$ cat config.mk
export PLATFORM = sky130hd
export DESIGN_NAME = qenc_timer
export DESIGN_NICKNAME = d
export VERILOG_FILES = /design/src/rtl/qt_pkg.sv /design/src/rtl/qt_sync.sv /design/src/rtl/qt_decode.sv /design/src/rtl/qt_core.sv /design/src/rtl/qenc_timer.sv
export SDC_FILE = /design/constraint.sdc
export NUM_CORES = 1
export LEC_CHECK = 0
export ABC_CLOCK_PERIOD_IN_PS = 2850
export BUFFER_PORTS_ARGS = -buffer_cell sky130_fd_sc_hd__buf_2
export CAP_MARGIN = 20
export CELL_PAD_IN_SITES_DETAIL_PLACEMENT = 0
export CELL_PAD_IN_SITES_GLOBAL_PLACEMENT = 1
export CORE_MARGIN = 2
export CORE_UTILIZATION = 40
export DETAILED_ROUTE_END_ITERATION = 12
export PLACE_DENSITY_LB_ADDON = 0.1
export SETUP_SLACK_MARGIN = 0.02
export SKIP_LAST_GASP = 1
export SYNTH_ARGS = -nofsm -noshare
export SYNTH_HDL_FRONTEND = slang
export SYNTH_HIERARCHICAL = 1
export SYNTH_SLANG_ARGS = --single-unit
$ cat constraint.sdc
create_clock -name clk -period 2.85 [get_ports clk]
set_input_delay 0.57 -clock clk [delete_from_list [all_inputs] [get_ports clk]]
set_output_delay 0.57 -clock clk [all_outputs]
set_load 0.02 [all_outputs]
$ cat src/rtl/qt_pkg.sv
package qt_pkg;
  typedef enum logic [1:0] {
    QM_TIMER = 2'd0,
    QM_XA    = 2'd1,
    QM_XB    = 2'd2,
    QM_X4    = 2'd3
  } qmode_e;

  localparam int unsigned RA_CTRL  = 0;
  localparam int unsigned RA_MODE  = 1;
  localparam int unsigned RA_COUNT = 2;
  localparam int unsigned RA_CEIL  = 3;
  localparam int unsigned RA_UPD   = 4;

  localparam int unsigned CB_RUN  = 0;
  localparam int unsigned CB_DIR  = 1;
  localparam int unsigned CB_PREL = 2;
endpackage

$ cat src/rtl/qt_sync.sv
module qt_sync #(
  parameter int STAGES = 2
) (
  input  logic clk,
  input  logic rst,
  input  logic d,
  output logic q
);
  logic [STAGES-1:0] chain;

  generate
    if (STAGES == 1) begin : g_one
      always_ff @(posedge clk) begin
        if (rst) chain <= '0;
        else     chain <= d;
      end
    end else begin : g_many
      always_ff @(posedge clk) begin
        if (rst) chain <= '0;
        else     chain <= {chain[STAGES-2:0], d};
      end
    end
  endgenerate

  assign q = chain[STAGES-1];
endmodule

$ cat src/rtl/qt_decode.sv
module qt_decode
  import qt_pkg::*;
(
  input  logic   clk,
  input  logic   rst,
  input  logic   a_s,
  input  logic   b_s,
  input  qmode_e mode,
  output logic   a_edge,
  output logic   b_edge,
  output logic   step_up,
  output logic   step_dn
);
  logic a_p, b_p;
  logic up_a, up_b;

  always_ff @(posedge clk) begin
    if (rst) begin
      a_p <= 1'b0;
      b_p <= 1'b0;
    end else begin
      a_p <= a_s;
      b_p <= b_s;
    end
  end

  assign a_edge = a_s ^ a_p;
  assign b_edge = b_s ^ b_p;
  assign up_a   = a_s ^ b_s;
  assign up_b   = ~(a_s ^ b_s);

  always_comb begin
    step_up = 1'b0;
    step_dn = 1'b0;
    unique case (mode)
      QM_TIMER: step_up = 1'b1;
      QM_XA: if (a_edge) begin
        step_up = up_a;
        step_dn = ~up_a;
      end
      QM_XB: if (b_edge) begin
        step_up = up_b;
        step_dn = ~up_b;
      end
      QM_X4: begin
        if (a_edge && !b_edge) begin
          step_up = up_a;
          step_dn = ~up_a;
        end else if (b_edge && !a_edge) begin
          step_up = up_b;
          step_dn = ~up_b;
        end
      end
      default: ;
    endcase
  end
endmodule

$ cat src/rtl/qt_core.sv
module qt_core #(
  parameter int               CNT_W    = 16,
  parameter logic [CNT_W-1:0] CEIL_RST = '1
) (
  input  logic             clk,
  input  logic             rst,
  input  logic             run,
  input  logic             step_up,
  input  logic             step_dn,
  input  logic             cnt_wr,
  input  logic [CNT_W-1:0] cnt_wdata,
  input  logic             ceil_wr,
  input  logic [CNT_W-1:0] ceil_wdata,
  input  logic             preload,
  input  logic             force_upd,
  output logic [CNT_W-1:0] cnt_q,
  output logic [CNT_W-1:0] ceil_act,
  output logic [CNT_W-1:0] ceil_sh,
  output logic             dir_q,
  output logic             upd_evt
);
  logic             wr_ok;
  logic             go_up, go_dn;
  logic             nat_evt;
  logic [CNT_W-1:0] cnt_nx;

  assign wr_ok = cnt_wr && (cnt_wdata <= ceil_act);
  assign go_up = run && step_up && !wr_ok;
  assign go_dn = run && step_dn && !wr_ok;

  always_comb begin
    cnt_nx  = cnt_q;
    nat_evt = 1'b0;
    if (wr_ok) begin
      cnt_nx = cnt_wdata;
    end else if (go_up) begin
      if (cnt_q >= ceil_act) begin
        cnt_nx  = '0;
        nat_evt = 1'b1;
      end else begin
        cnt_nx = cnt_q + 1'b1;
      end
    end else if (go_dn) begin
      if (cnt_q == '0) begin
        cnt_nx  = ceil_act;
        nat_evt = 1'b1;
      end else begin
        cnt_nx = cnt_q - 1'b1;
      end
    end
  end

  always_ff @(posedge clk) begin
    if (rst) begin
      cnt_q    <= '0;
      dir_q    <= 1'b0;
      ceil_act <= CEIL_RST;
      ceil_sh  <= CEIL_RST;
      upd_evt  <= 1'b0;
    end else begin
      cnt_q   <= cnt_nx;
      upd_evt <= nat_evt || force_upd;
      if (go_up)      dir_q <= 1'b0;
      else if (go_dn) dir_q <= 1'b1;
      if (ceil_wr) ceil_sh <= ceil_wdata;
      if (ceil_wr && !preload)         ceil_act <= ceil_wdata;
      else if (nat_evt || force_upd)   ceil_act <= ceil_sh;
    end
  end
endmodule

$ cat src/rtl/qenc_timer.sv
module qenc_timer
  import qt_pkg::*;
#(
  parameter int               CNT_W     = 16,
  parameter int               ADDR_W    = 3,
  parameter int               SYNC_STGS = 2,
  parameter logic [CNT_W-1:0] CEIL_RST  = '1
) (
  input  logic              clk,
  input  logic              rst,
  input  logic              bus_sel,
  input  logic              bus_wr,
  input  logic [ADDR_W-1:0] bus_addr,
  input  logic [CNT_W-1:0]  bus_wdata,
  output logic [CNT_W-1:0]  bus_rdata,
  input  logic              phase_a,
  input  logic              phase_b,
  output logic [CNT_W-1:0]  count_o,
  output logic              dir_o,
  output logic              upd_evt_o
);
  localparam logic [ADDR_W-1:0] A_CTRL  = ADDR_W'(RA_CTRL);
  localparam logic [ADDR_W-1:0] A_MODE  = ADDR_W'(RA_MODE);
  localparam logic [ADDR_W-1:0] A_COUNT = ADDR_W'(RA_COUNT);
  localparam logic [ADDR_W-1:0] A_CEIL  = ADDR_W'(RA_CEIL);
  localparam logic [ADDR_W-1:0] A_UPD   = ADDR_W'(RA_UPD);

  logic   wr_hit, rd_hit;
  logic   run_q, prel_q;
  qmode_e mode_q;
  logic   a_s, b_s;
  logic   a_edge, b_edge, step_up, step_dn;
  logic   cnt_wr, ceil_wr, force_upd;
  logic [CNT_W-1:0] ceil_act, ceil_sh;

  assign wr_hit    = bus_sel && bus_wr;
  assign rd_hit    = bus_sel && !bus_wr;
  assign cnt_wr    = wr_hit && (bus_addr == A_COUNT);
  assign ceil_wr   = wr_hit && (bus_addr == A_CEIL);
  assign force_upd = wr_hit && (bus_addr == A_UPD) && bus_wdata[0];

  always_ff @(posedge clk) begin
    if (rst) begin
      run_q  <= 1'b0;
      prel_q <= 1'b0;
      mode_q <= QM_TIMER;
    end else if (wr_hit) begin
      if (bus_addr == A_CTRL) begin
        run_q  <= bus_wdata[CB_RUN];
        prel_q <= bus_wdata[CB_PREL];
      end
      if (bus_addr == A_MODE) mode_q <= qmode_e'(bus_wdata[1:0]);
    end
  end

  qt_sync #(.STAGES(SYNC_STGS)) u_sync_a (.clk(clk), .rst(rst), .d(phase_a), .q(a_s));
  qt_sync #(.STAGES(SYNC_STGS)) u_sync_b (.clk(clk), .rst(rst), .d(phase_b), .q(b_s));

  qt_decode u_dec (
    .clk(clk), .rst(rst), .a_s(a_s), .b_s(b_s), .mode(mode_q),
    .a_edge(a_edge), .b_edge(b_edge), .step_up(step_up), .step_dn(step_dn)
  );

  qt_core #(.CNT_W(CNT_W), .CEIL_RST(CEIL_RST)) u_core (
    .clk(clk), .rst(rst), .run(run_q), .step_up(step_up), .step_dn(step_dn),
    .cnt_wr(cnt_wr), .cnt_wdata(bus_wdata), .ceil_wr(ceil_wr),
    .ceil_wdata(bus_wdata), .preload(prel_q), .force_upd(force_upd),
    .cnt_q(count_o), .ceil_act(ceil_act), .ceil_sh(ceil_sh),
    .dir_q(dir_o), .upd_evt(upd_evt_o)
  );

  always_ff @(posedge clk) begin
    if (rst) begin
      bus_rdata <= '0;
    end else if (rd_hit) begin
      bus_rdata <= '0;
      case (bus_addr)
        A_CTRL: begin
          bus_rdata[CB_RUN]  <= run_q;
          bus_rdata[CB_DIR]  <= dir_o;
          bus_rdata[CB_PREL] <= prel_q;
        end
        A_MODE:  bus_rdata[1:0] <= mode_q;
        A_COUNT: bus_rdata <= count_o;
        A_CEIL:  bus_rdata <= ceil_sh;
        default: bus_rdata <= '0;
      endcase
    end
  end
endmodule

==> results of run 1 <==
-- through the flow --
stage | setup TNS (ns) | instances | instance area, um^2 | setup WS, ns
2_1_floorplan | 0 | 615 | 5100 | 0.178
3_3_place_gp | -0.0330 | 856 | 5820 | -0.0122
3_5_place_dp | -1.25 | 856 | 5820 | -0.0774
4_1_cts | 0 | 871 | 6140 | 0.0616
5_1_grt | -0.00739 | 872 | 6170 | -0.00427
6_report | 0 | 872 | 6170 | 0.0386
-- how the worst max path moves through the flow --
| stage | startpoint | to | slack, ns | cells after the start |
|---|---|---|---|---|
| after floorplan | bus_addr[2] | u_core/cnt_q[12]$_SDFFE_PP0P_ | 0.18 | 12 |
| after global placement | bus_wdata[14] | u_core/cnt_q[3]$_SDFFE_PP0P_ | -0.01 | 10 |
| after detailed placement | bus_wdata[14] | u_core/cnt_q[11]$_SDFFE_PP0P_ | -0.08 | 11 |
| after CTS | u_core/ceil_act[14]$_SDFFE_PP1P_ | u_core/cnt_q[9]$_SDFFE_PP0P_ | 0.06 | 11 |
| after global routing | u_core/ceil_act[14]$_SDFFE_PP1P_ | u_core/cnt_q[11]$_SDFFE_PP0P_ | -0.004 | 11 |
| final | u_core/ceil_act[14]$_SDFFE_PP1P_ | u_core/cnt_q[11]$_SDFFE_PP0P_ | 0.04 | 11 |
-- state kept, by name (all words and copies together), names as in the netlist --
signal           cells
bus_rdata           16
mode_q               2
prel_q               1
run_q                1
u_core/ceil_act     16
u_core/ceil_sh      16
u_core/cnt_q        16
u_core/dir_q         1
u_core/upd_evt       1
u_dec/a_p            1
u_dec/b_p            1
u_sync_a/chain       2
u_sync_b/chain       2
-- where the power goes --
| part | total [uW] | switching (uW) | internal, uW |
|---|---|---|---|
| sequential | 1110 | 25.1 | 1090 |
| clock | 1260 | 455 | 808 |
| combinational | 532 | 306 | 225 |
| total | 2910 | 786 | 2120 |
-- layer usage --
layer  vias up  wire (um)  global-route usage [%]
met5         -          0                       0
met4         0        317                    7.37
met3        22        615                    4.17
met2       119       8320                    42.4
met1      2370       7470                    31.7
li1       2406          -                       -
-- layout make-up --
class,instances,area (um^2)
fill,1276,6350
multi-input combinational,470,3260
sequential,76,1520
timing repair buffer,117,758
clock buffer,11,253
tap,172,215
inverter,22,82.6
clock inverter,4,72.6
-- timing repair --
| action | CTS | global route |
|---|---|---|
| buffers inserted | 0 | 1 |
| endpoints found under the setup margin | 0 | 33 |
| resized for setup | 0 | 2 |
| hold endpoints to repair | 0 | 0 |
==> impl_results.md, run 1 <==
* Status: finished clean
* WP data arrival at 3.02 ns
* Vias at 4917
* Clock root buffer: clkbuf_16
* Row count at 41
* Worst Path Required at 3.06 ns
* Die area at 13700 um^2
* Vias in the first global route at 4576
* DR WL/cell at 19.2 um
* Largest net degree at the start of global routing at 43
* DRT Pass-1 Iters at 5
* Final wirelength at 16.7 mm
* Initial Util at 40.8%
* Clock-pin transition on the worst setup and hold timing paths at 0.06 ns
* CP Capture Type: register
* DRC Markers at 0
* Crit-path most repeated cell: buf_4
* Hold WS at 0.440 ns
* Yosys warns at 6
* Startpoint Class: register
* Final setup violation count at 0
* Clock Skews at 0.00685 ns
* Bufs on Longest Clock Path at 2
* Maximum vdd ir drop at 0.306 mV
* Leakage at 0.00277 uW
* Final nets at 756
* Aggregate global routing overflow at 0
* Crit path buf inv count at 3
* Port Buf Inserts at 58
* Max Transition Viols Final at 0
* Worst R2R Path Depth at 11
* P&R area growth vs syn at 20.8%
* # H-tree levels at 3
* Core Box Area at 12500 um^2
* Finished Core Util at 49.3%
* Critical path class: register to register
* HPWL after DPL at 12.7 mm
* Worst-skew pair later-pin latency at 0.34 ns
* # IOs at 59
* Slowest cell on the critical path: dfxtp_1
* Gpl congestion at 0.872
* Critical R2R Launch: u_core/ceil_act[14]$_SDFFE_PP1P_
* Most frequent cells in the layout: 76 x dfxtp_1, 68 x nor2_1, 58 x buf_2, 57 x buf_4, 35 x ha_1
* RSZ-0062 raised after global routing: yes
* Final antenna-violating net count at 0
* Global-route wire length before repair at 25.5 mm
* Max-cap check violation count at 0
* Syn_area_per_cell at 8.30 um^2
* Hold endpoint: u_sync_b/chain[1]$_SDFF_PP0_
* Post-route minimum period at 2.81 ns
* Slew @ Worst Pin at 0.771 ns
* Total GRT Usage at 24.6%
* TritonCTS clock tree: built
* Crit share post-route at 98.6%
* Largest delay share family, worst path: compound AO/OA/AOI/OAI gates
* Chip Width at 117 um
* CTS buffer count at 9
* Die H at 117 um
* PnR Total Power at 2910 uW
* Fmax at 356 MHz
* Post-Syn Area at 5100 um^2
* Setup slack, reg-to-reg at 0.04 ns
* Hold Path Cell Cnt at 1
* Antenna Cells at 0
* Max stage delay on crit path at 0.39 ns
* Worst hold path startpoint: u_sync_b/chain[0]$_SDFF_PP0_
* CP max FO at 13
* Worst path cell trace: inv_1 > ha_1 > nand4_1 > nor2_1 > a221o_1 > o31ai_4 > nor3_2 > buf_4 > buf_4 > a211oi_1 > nor4_1
* Final Hold Viols at 0
* Post-Syn Nets at 675
* 1st-iter DRT viols at 300
* Commonest non-fill, non-tap cell in the layout: dfxtp_1
* Synthesized instance count at 615
* # hold bufs at CTS at 0
* Clk sinks at 76
* Pwr Density at 472 nW/um^2
* Crit Reg-Reg Endpoint: u_core/cnt_q[11]$_SDFFE_PP0P_
* Routed vias/inst at 5.64
* Initial antenna violation count at 0
* Slew headroom at 48.4%
* Share of cells above drive strength 1 at 24.6%
* Worst hold path type: register to register
(Power assumes the default switching activity.)
==> run 2, diff against run 1 <==
--- a/config.mk
+++ b/config.mk
@@ -11,12 +11,11 @@
 export CELL_PAD_IN_SITES_DETAIL_PLACEMENT = 0
 export CELL_PAD_IN_SITES_GLOBAL_PLACEMENT = 1
 export CORE_MARGIN = 2
-export CORE_UTILIZATION = 40
+export CORE_UTILIZATION = 39
 export DETAILED_ROUTE_END_ITERATION = 12
 export PLACE_DENSITY_LB_ADDON = 0.1
 export SETUP_SLACK_MARGIN = 0.02
 export SKIP_LAST_GASP = 1
 export SYNTH_ARGS = -nofsm -noshare
 export SYNTH_HDL_FRONTEND = slang
-export SYNTH_HIERARCHICAL = 1
 export SYNTH_SLANG_ARGS = --single-unit
==> impl_results.md, run 2 <==
* Slew headroom at 56.5%
* Row count at 41
* DR WL/cell at 18.7 um
* Final Non-Filler Cells at 882
* Status: finished clean
* Gpl congestion at 0.964
* FF+latch count, synth at 76
* Share of cells above drive strength 1 at 22.4%
* HPWL after DPL at 12.5 mm
* DRT Pass-1 Iters at 5
* Pwr Density at 462 nW/um^2
* Worst R2R Path Depth at 10
* Initial Util at 39.5%
* WP data arrival at 2.93 ns
* Final wirelength at 16.5 mm
* Core Box Area at 12500 um^2
* Unique masters post-synth at 59
* Aggregate global routing overflow at 0
* Final setup violation count at 0
* Worst hold path type: primary input to register
* Crit share post-route at 93.5%
* Maximum vdd ir drop at 0.264 mV
* Antenna Cells at 0
* Worst Setup SP: u_core.ceil_act[9]$_SDFFE_PP1P_
* Synthesized instance count at 627
* FFs w/ async S/R, synth at 0%
* Commonest cells in the netlist: 80 x nor2_1, 76 x dfxtp_1, 55 x nand2_1
* Slowest cell on the critical path: o221a_2
* # H-tree levels at 3
* Clock root buffer: clkbuf_16
* Top cells by area, synth: dfxtp_1 31%, ha_1 8.9%, nor2_1 6.1%, nand2_1 4.2%, o21ai_0 3.7%
* Vias in the first global route at 4670
* Final antenna-violating net count at 0
* Die H at 116 um
* Worst-skew pair later-pin latency at 0.34 ns
* Clock-pin transition on the worst setup and hold timing paths at 0.06 ns
* Chip Width at 116 um
* CTS buffer count at 9
* Critical Path End: u_core.ceil_act[13]$_SDFFE_PP1P_
* Clk sinks at 76
* CP max FO at 17
* Largest net degree at the start of global routing at 62
* Yosys warns at 0
* Bufs on Longest Clock Path at 2
* RSZ-0062 raised after global routing: no
* Cell with the most instances after synthesis: nor2_1
* Most used DFF post-synth: dfxtp_1
* # IOs at 59
* Vias at 4989
* Port Buf Inserts at 58
* Seq/Total Area, Yosys at 30.9%
* DRC Markers at 0
* Largest area contributor in the netlist: dfxtp_1
* CP Capture Type: register
* Die area at 13600 um^2
* Startpoint Class: register
* 1st-iter DRT viols at 398
* Most frequent cells in the layout: 79 x nor2_1, 74 x dfxtp_1, 58 x buf_2, 58 x buf_4, 55 x nand2_1
* Post-Syn Area at 4930 um^2
* Syn_area_per_cell at 7.86 um^2
* Post-Syn Nets at 687
* DP Cell Count at 864
* Slew @ Worst Pin at 0.652 ns
* Crit Reg-Reg Endpoint: u_core.ceil_act[13]$_SDFFE_PP1P_
* Clock Skews at 0.00906 ns
* Post-route minimum period at 2.66 ns
* Final Hold Viols at 0
* Setup slack, reg-to-reg at 0.19 ns
* Yosys top cell area share at 30.9%
* Final nets at 765
* P&R area growth vs syn at 22.2%
* Routed vias/inst at 5.66
* Initial antenna violation count at 0
* Levels on crit path at 10
* Total GRT Usage at 24.9%
* Leakage at 0.00279 uW
* Finished Core Util at 48.3%
* Max-cap check violation count at 0
* Fmax at 375 MHz
* Hold WS at 0.446 ns
* Post-synth EDFFs at 0
* Crit path buf inv count at 2
* Critical R2R Launch: u_core.ceil_act[9]$_SDFFE_PP1P_
* Largest delay share family, worst path: compound AO/OA/AOI/OAI gates
* TritonCTS clock tree: built
* Max Transition Viols Final at 0
* Max stage delay on crit path at 0.47 ns
* Critical path class: register to register
* Worst Path Required at 3.11 ns
* Global-route wire length before repair at 25.8 mm
* Commonest non-fill, non-tap cell in the layout: nor2_1
* Worst path cell trace: inv_1 > ha_1 > a21oi_1 > o21ai_0 > a2111o_1 > buf_4 > a21oi_1 > o221a_2 > o21ai_0 > a31oi_1
[run 2: what timing repair did]
item | CTS | global route
endpoints found under the setup margin | 1 | 26
resized for setup | 1 | 8
buffers inserted | 0 | 1
endpoints found under the hold margin | 0 | 0
hold buffers | 0 | 0
pin swaps | 0 | 1
[run 2: logic make-up (layout without fill, tap and decap cells)]
logic type,count (synthesis),after routing,synth area share (%)
and+or+nand+nor,260,260,26.2
buffers and inverters,71,154,5.92
muxes,21,21,5.13
AOI/OAI and AO/OA,145,145,19.6
xor gates and xnor gates,19,19,3.38
DFF,76,76,30.9
adders and majority gates,35,35,8.89
[run 2: layout make-up]
| class | count | area [um^2] |
|---|---|---|
| repair buffers | 117 | 737 |
| fillers | 1258 | 6440 |
| multi-input cells | 480 | 3150 |
| inverters | 21 | 78.8 |
| flip-flops and latches | 76 | 1520 |
| clock buffers | 13 | 270 |
| well taps | 172 | 215 |
| clock inverters | 3 | 43.8 |
[run 2: report_power, final]
group | switching, uW | internal [uW]
registers | 21.5 | 1090
clock network | 455 | 750
logic | 280 | 185
total | 756 | 2020
[run 2: worst min-delay path by stage]
stage	from	endpoint	slack (ns)	depth (start not counted)
floorplan	u_sync_a.chain[0]$_SDFF_PP0_	u_sync_a.chain[1]$_SDFF_PP0_	0.41	1
global placement	u_sync_b.chain[0]$_SDFF_PP0_	u_sync_b.chain[1]$_SDFF_PP0_	0.43	1
detailed placement	u_sync_a.chain[0]$_SDFF_PP0_	u_sync_a.chain[1]$_SDFF_PP0_	0.46	1
CTS	phase_a	u_sync_a.chain[0]$_SDFF_PP0_	0.44	2
global route	phase_b	u_sync_b.chain[0]$_SDFF_PP0_	0.45	2
finish	phase_a	u_sync_a.chain[0]$_SDFF_PP0_	0.45	2
[run 2: stage by stage]
| stage | total power (uW) | TNS [ns] | setup slack (ns) | cell area, um^2 |
|---|---|---|---|---|
| finish | 2780 | 0 | 0.186 | 6020 |
| global route | 2890 | 0 | 0.0354 | 6020 |
| CTS | 2800 | 0 | 0.0416 | 5980 |
| detailed placement | 1590 | -0.0365 | -0.0329 | 5660 |
| global placement | 1590 | 0 | 0.0356 | 5660 |
| floorplan | 1410 | 0 | 0.232 | 4930 |
[run 2: worst register-to-register path, cell delays in order, from the launching register on]
cell and delay [ns]:
dfxtp_1 0.37, inv_1 0.08, ha_1 0.29, a21oi_1 0.15, o21ai_0 0.12, a2111o_1 0.44, buf_4 0.16, a21oi_1 0.15
o221a_2 0.47, o21ai_0 0.16, a31oi_1 0.20
[run 2: metal layers]
| metal | wire (um) | GRT usage (%) | share of wire [%] |
|---|---|---|---|
| met1 | 8140 | 37.5 | 49 |
| met2 | 7190 | 37.1 | 44 |
| met3 | 851 | 2.96 | 5.2 |
| met4 | 272 | 7.62 | 1.7 |
| met5 | 0 | 0 | 0 |
==> run 3, diff against run 2 <==
--- a/config.mk
+++ b/config.mk
@@ -14,6 +14,7 @@
 export CORE_UTILIZATION = 39
 export DETAILED_ROUTE_END_ITERATION = 12
 export PLACE_DENSITY_LB_ADDON = 0.1
+export REMOVE_ABC_BUFFERS = 1
 export SETUP_SLACK_MARGIN = 0.02
 export SKIP_LAST_GASP = 1
 export SYNTH_ARGS = -nofsm -noshare
==> impl_results.md, run 3 (synthesis gave the netlist of run 2 again) <==
* Status: finished clean
* # H-tree levels at 3
* Vias at 5068
* Max stage delay on crit path at 0.44 ns
* Maximum vdd ir drop at 0.275 mV
* # hold bufs at CTS at 0
* Core Box Area at 12500 um^2
* Initial Util at 39.5%
* 1st-iter DRT viols at 420
* P&R area growth vs syn at 22.2%
* Final Hold Viols at 0
* Startpoint Class: register
* Final antenna-violating net count at 0
* Die H at 116 um
* Switching share of power at 28.6%
* Bufs on Longest Clock Path at 2
* Most frequent cells in the layout: 79 x nor2_1, 75 x dfxtp_1, 60 x buf_4, 58 x buf_2, 55 x nand2_1
* # IOs at 59
* Vias in the first global route at 4765
* PostCTS Resize Cnt at 0
* DRT Pass-1 Iters at 5
* Final wirelength at 17.3 mm
* Slew @ Worst Pin at 0.721 ns
* Post-CTS Setup Bufs at 0
* Final setup violation count at 0
* CP Capture Type: register
* Fillers at 1277
* Post-route minimum period at 2.73 ns
* Finished Core Util at 48.3%
* Share of cells above drive strength 1 at 22.6%
* Clock Skews at 0.00720 ns
* Net Sw Power at 779 uW
* Row count at 41
* Worst path cell trace: inv_1 > ha_1 > a21oi_1 > o21ai_1 > a2111o_1 > a211o_1 > buf_4 > o31ai_1 > nand2_1 > a311oi_1
* Slowest cell on the critical path: a2111o_1
* CTS buffer count at 9
* Worst Path Required at 3.09 ns
* Placement-stage worst setup slack at -0.0423 ns
* Gpl congestion at 0.897
* Setup_tns at 0 ns
* Initial antenna violation count at 0
* Cell-internal power at 1950 uW
* DR WL/cell at 19.6 um
* DRC Markers at 0
* RSZ-0062 raised after global routing: no
* Aggregate global routing overflow at 0
* Worst-skew pair later-pin latency at 0.34 ns
* Slew headroom at 51.9%
* Clock root buffer: clkbuf_16
* Final nets at 767
* Critical path class: register to register
* Max Transition Viols Final at 0
* Total GRT Usage at 26.3%
* Port Buf Inserts at 58
* Clock Power Share at 42.1%
* CP max FO at 7
* Die area at 13600 um^2
* Pwr Density at 453 nW/um^2
* Fmax at 366 MHz
* Crit share post-route at 96.0%
* Sequential share of power at 40.7%
* Worst hold path type: register to register
* Clock-pin transition on the worst setup and hold timing paths at 0.06 ns
* HPWL after DPL at 13.2 mm
* Chip Width at 116 um
* Antenna Cells at 0
* Routed vias/inst at 5.74
* Commonest non-fill, non-tap cell in the layout: nor2_1
* Leakage at 0.00280 uW
* Final WS setup at 0.115 ns
* Global-route wire length before repair at 26.8 mm
* WP data arrival at 2.97 ns
* Largest net degree at the start of global routing at 39
* Combinational share of power at 17.2%
* Clk sinks at 76
* Max-cap check violation count at 0
* TritonCTS clock tree: built
[run 3: power groups by stage]
stage / registers [uW] / clock network, uW / logic, uW
final: 1110 / 1150 / 470
after global routing: 1110 / 1200 / 515
after CTS: 1110 / 1160 / 467
after detailed placement: 1130 / 0 / 463
after global placement: 1130 / 0 / 460
after floorplan: 1150 / 0 / 236
[run 3: final cells by class]
| class | instances | area [um^2] | area share, % |
|---|---|---|---|
| clock buffer | 9 | 225 | 3.74 |
| sequential | 76 | 1520 | 25.3 |
| clock inverter | 6 | 65.1 | 1.08 |
| timing repair buffer | 119 | 761 | 12.6 |
| multi-input combinational | 480 | 3160 | 52.4 |
| tap | 172 | 215 | 3.57 |
| inverter | 21 | 78.8 | 1.31 |
[run 3: worst paths after layout]
path                                          from                            end  slack (ns)  cells past startpoint
hold reg to reg       u_sync_b.chain[0]$_SDFF_PP0_   u_sync_b.chain[1]$_SDFF_PP0_        0.44                      1
hold / removal        u_sync_b.chain[0]$_SDFF_PP0_   u_sync_b.chain[1]$_SDFF_PP0_        0.44                      1
setup / recovery  u_core.ceil_act[11]$_SDFFE_PP1P_  u_core.cnt_q[15]$_SDFFE_PP0P_        0.12                     10
setup reg to reg  u_core.ceil_act[11]$_SDFFE_PP1P_  u_core.cnt_q[15]$_SDFFE_PP0P_        0.12                     10
[run 3: worst max-delay path: cells and delay by family (launching register included)]
| family | cells | cell delay [ns] |
|---|---|---|
| simple gates | 1 | 0.08 |
| fa+ha+maj | 1 | 0.32 |
| flops | 1 | 0.38 |
| compound gates | 6 | 1.58 |
| buf+inv | 2 | 0.27 |
[run 3: routing by layer]
| layer | GRT usage, % | wire (um) | part of all wire (%) |
|---|---|---|---|
| met4 | 7.78 | 299 | 1.7 |
| met1 | 38.5 | 8320 | 48 |
| met2 | 40.2 | 7580 | 44 |
| met3 | 3.63 | 1140 | 6.6 |
| met5 | 0 | 0 | 0 |
[run 3: per-stage QoR]
stage	area, um^2	std cells	hold slack [ns]	total power (uW)
finish	6020	883	0.436	2730
global route	6020	883	0.448	2830
CTS	6000	883	0.436	2730
detailed placement	5710	868	0.421	1600
global placement	5710	868	0.420	1590
floorplan	4720	577	0.414	1380
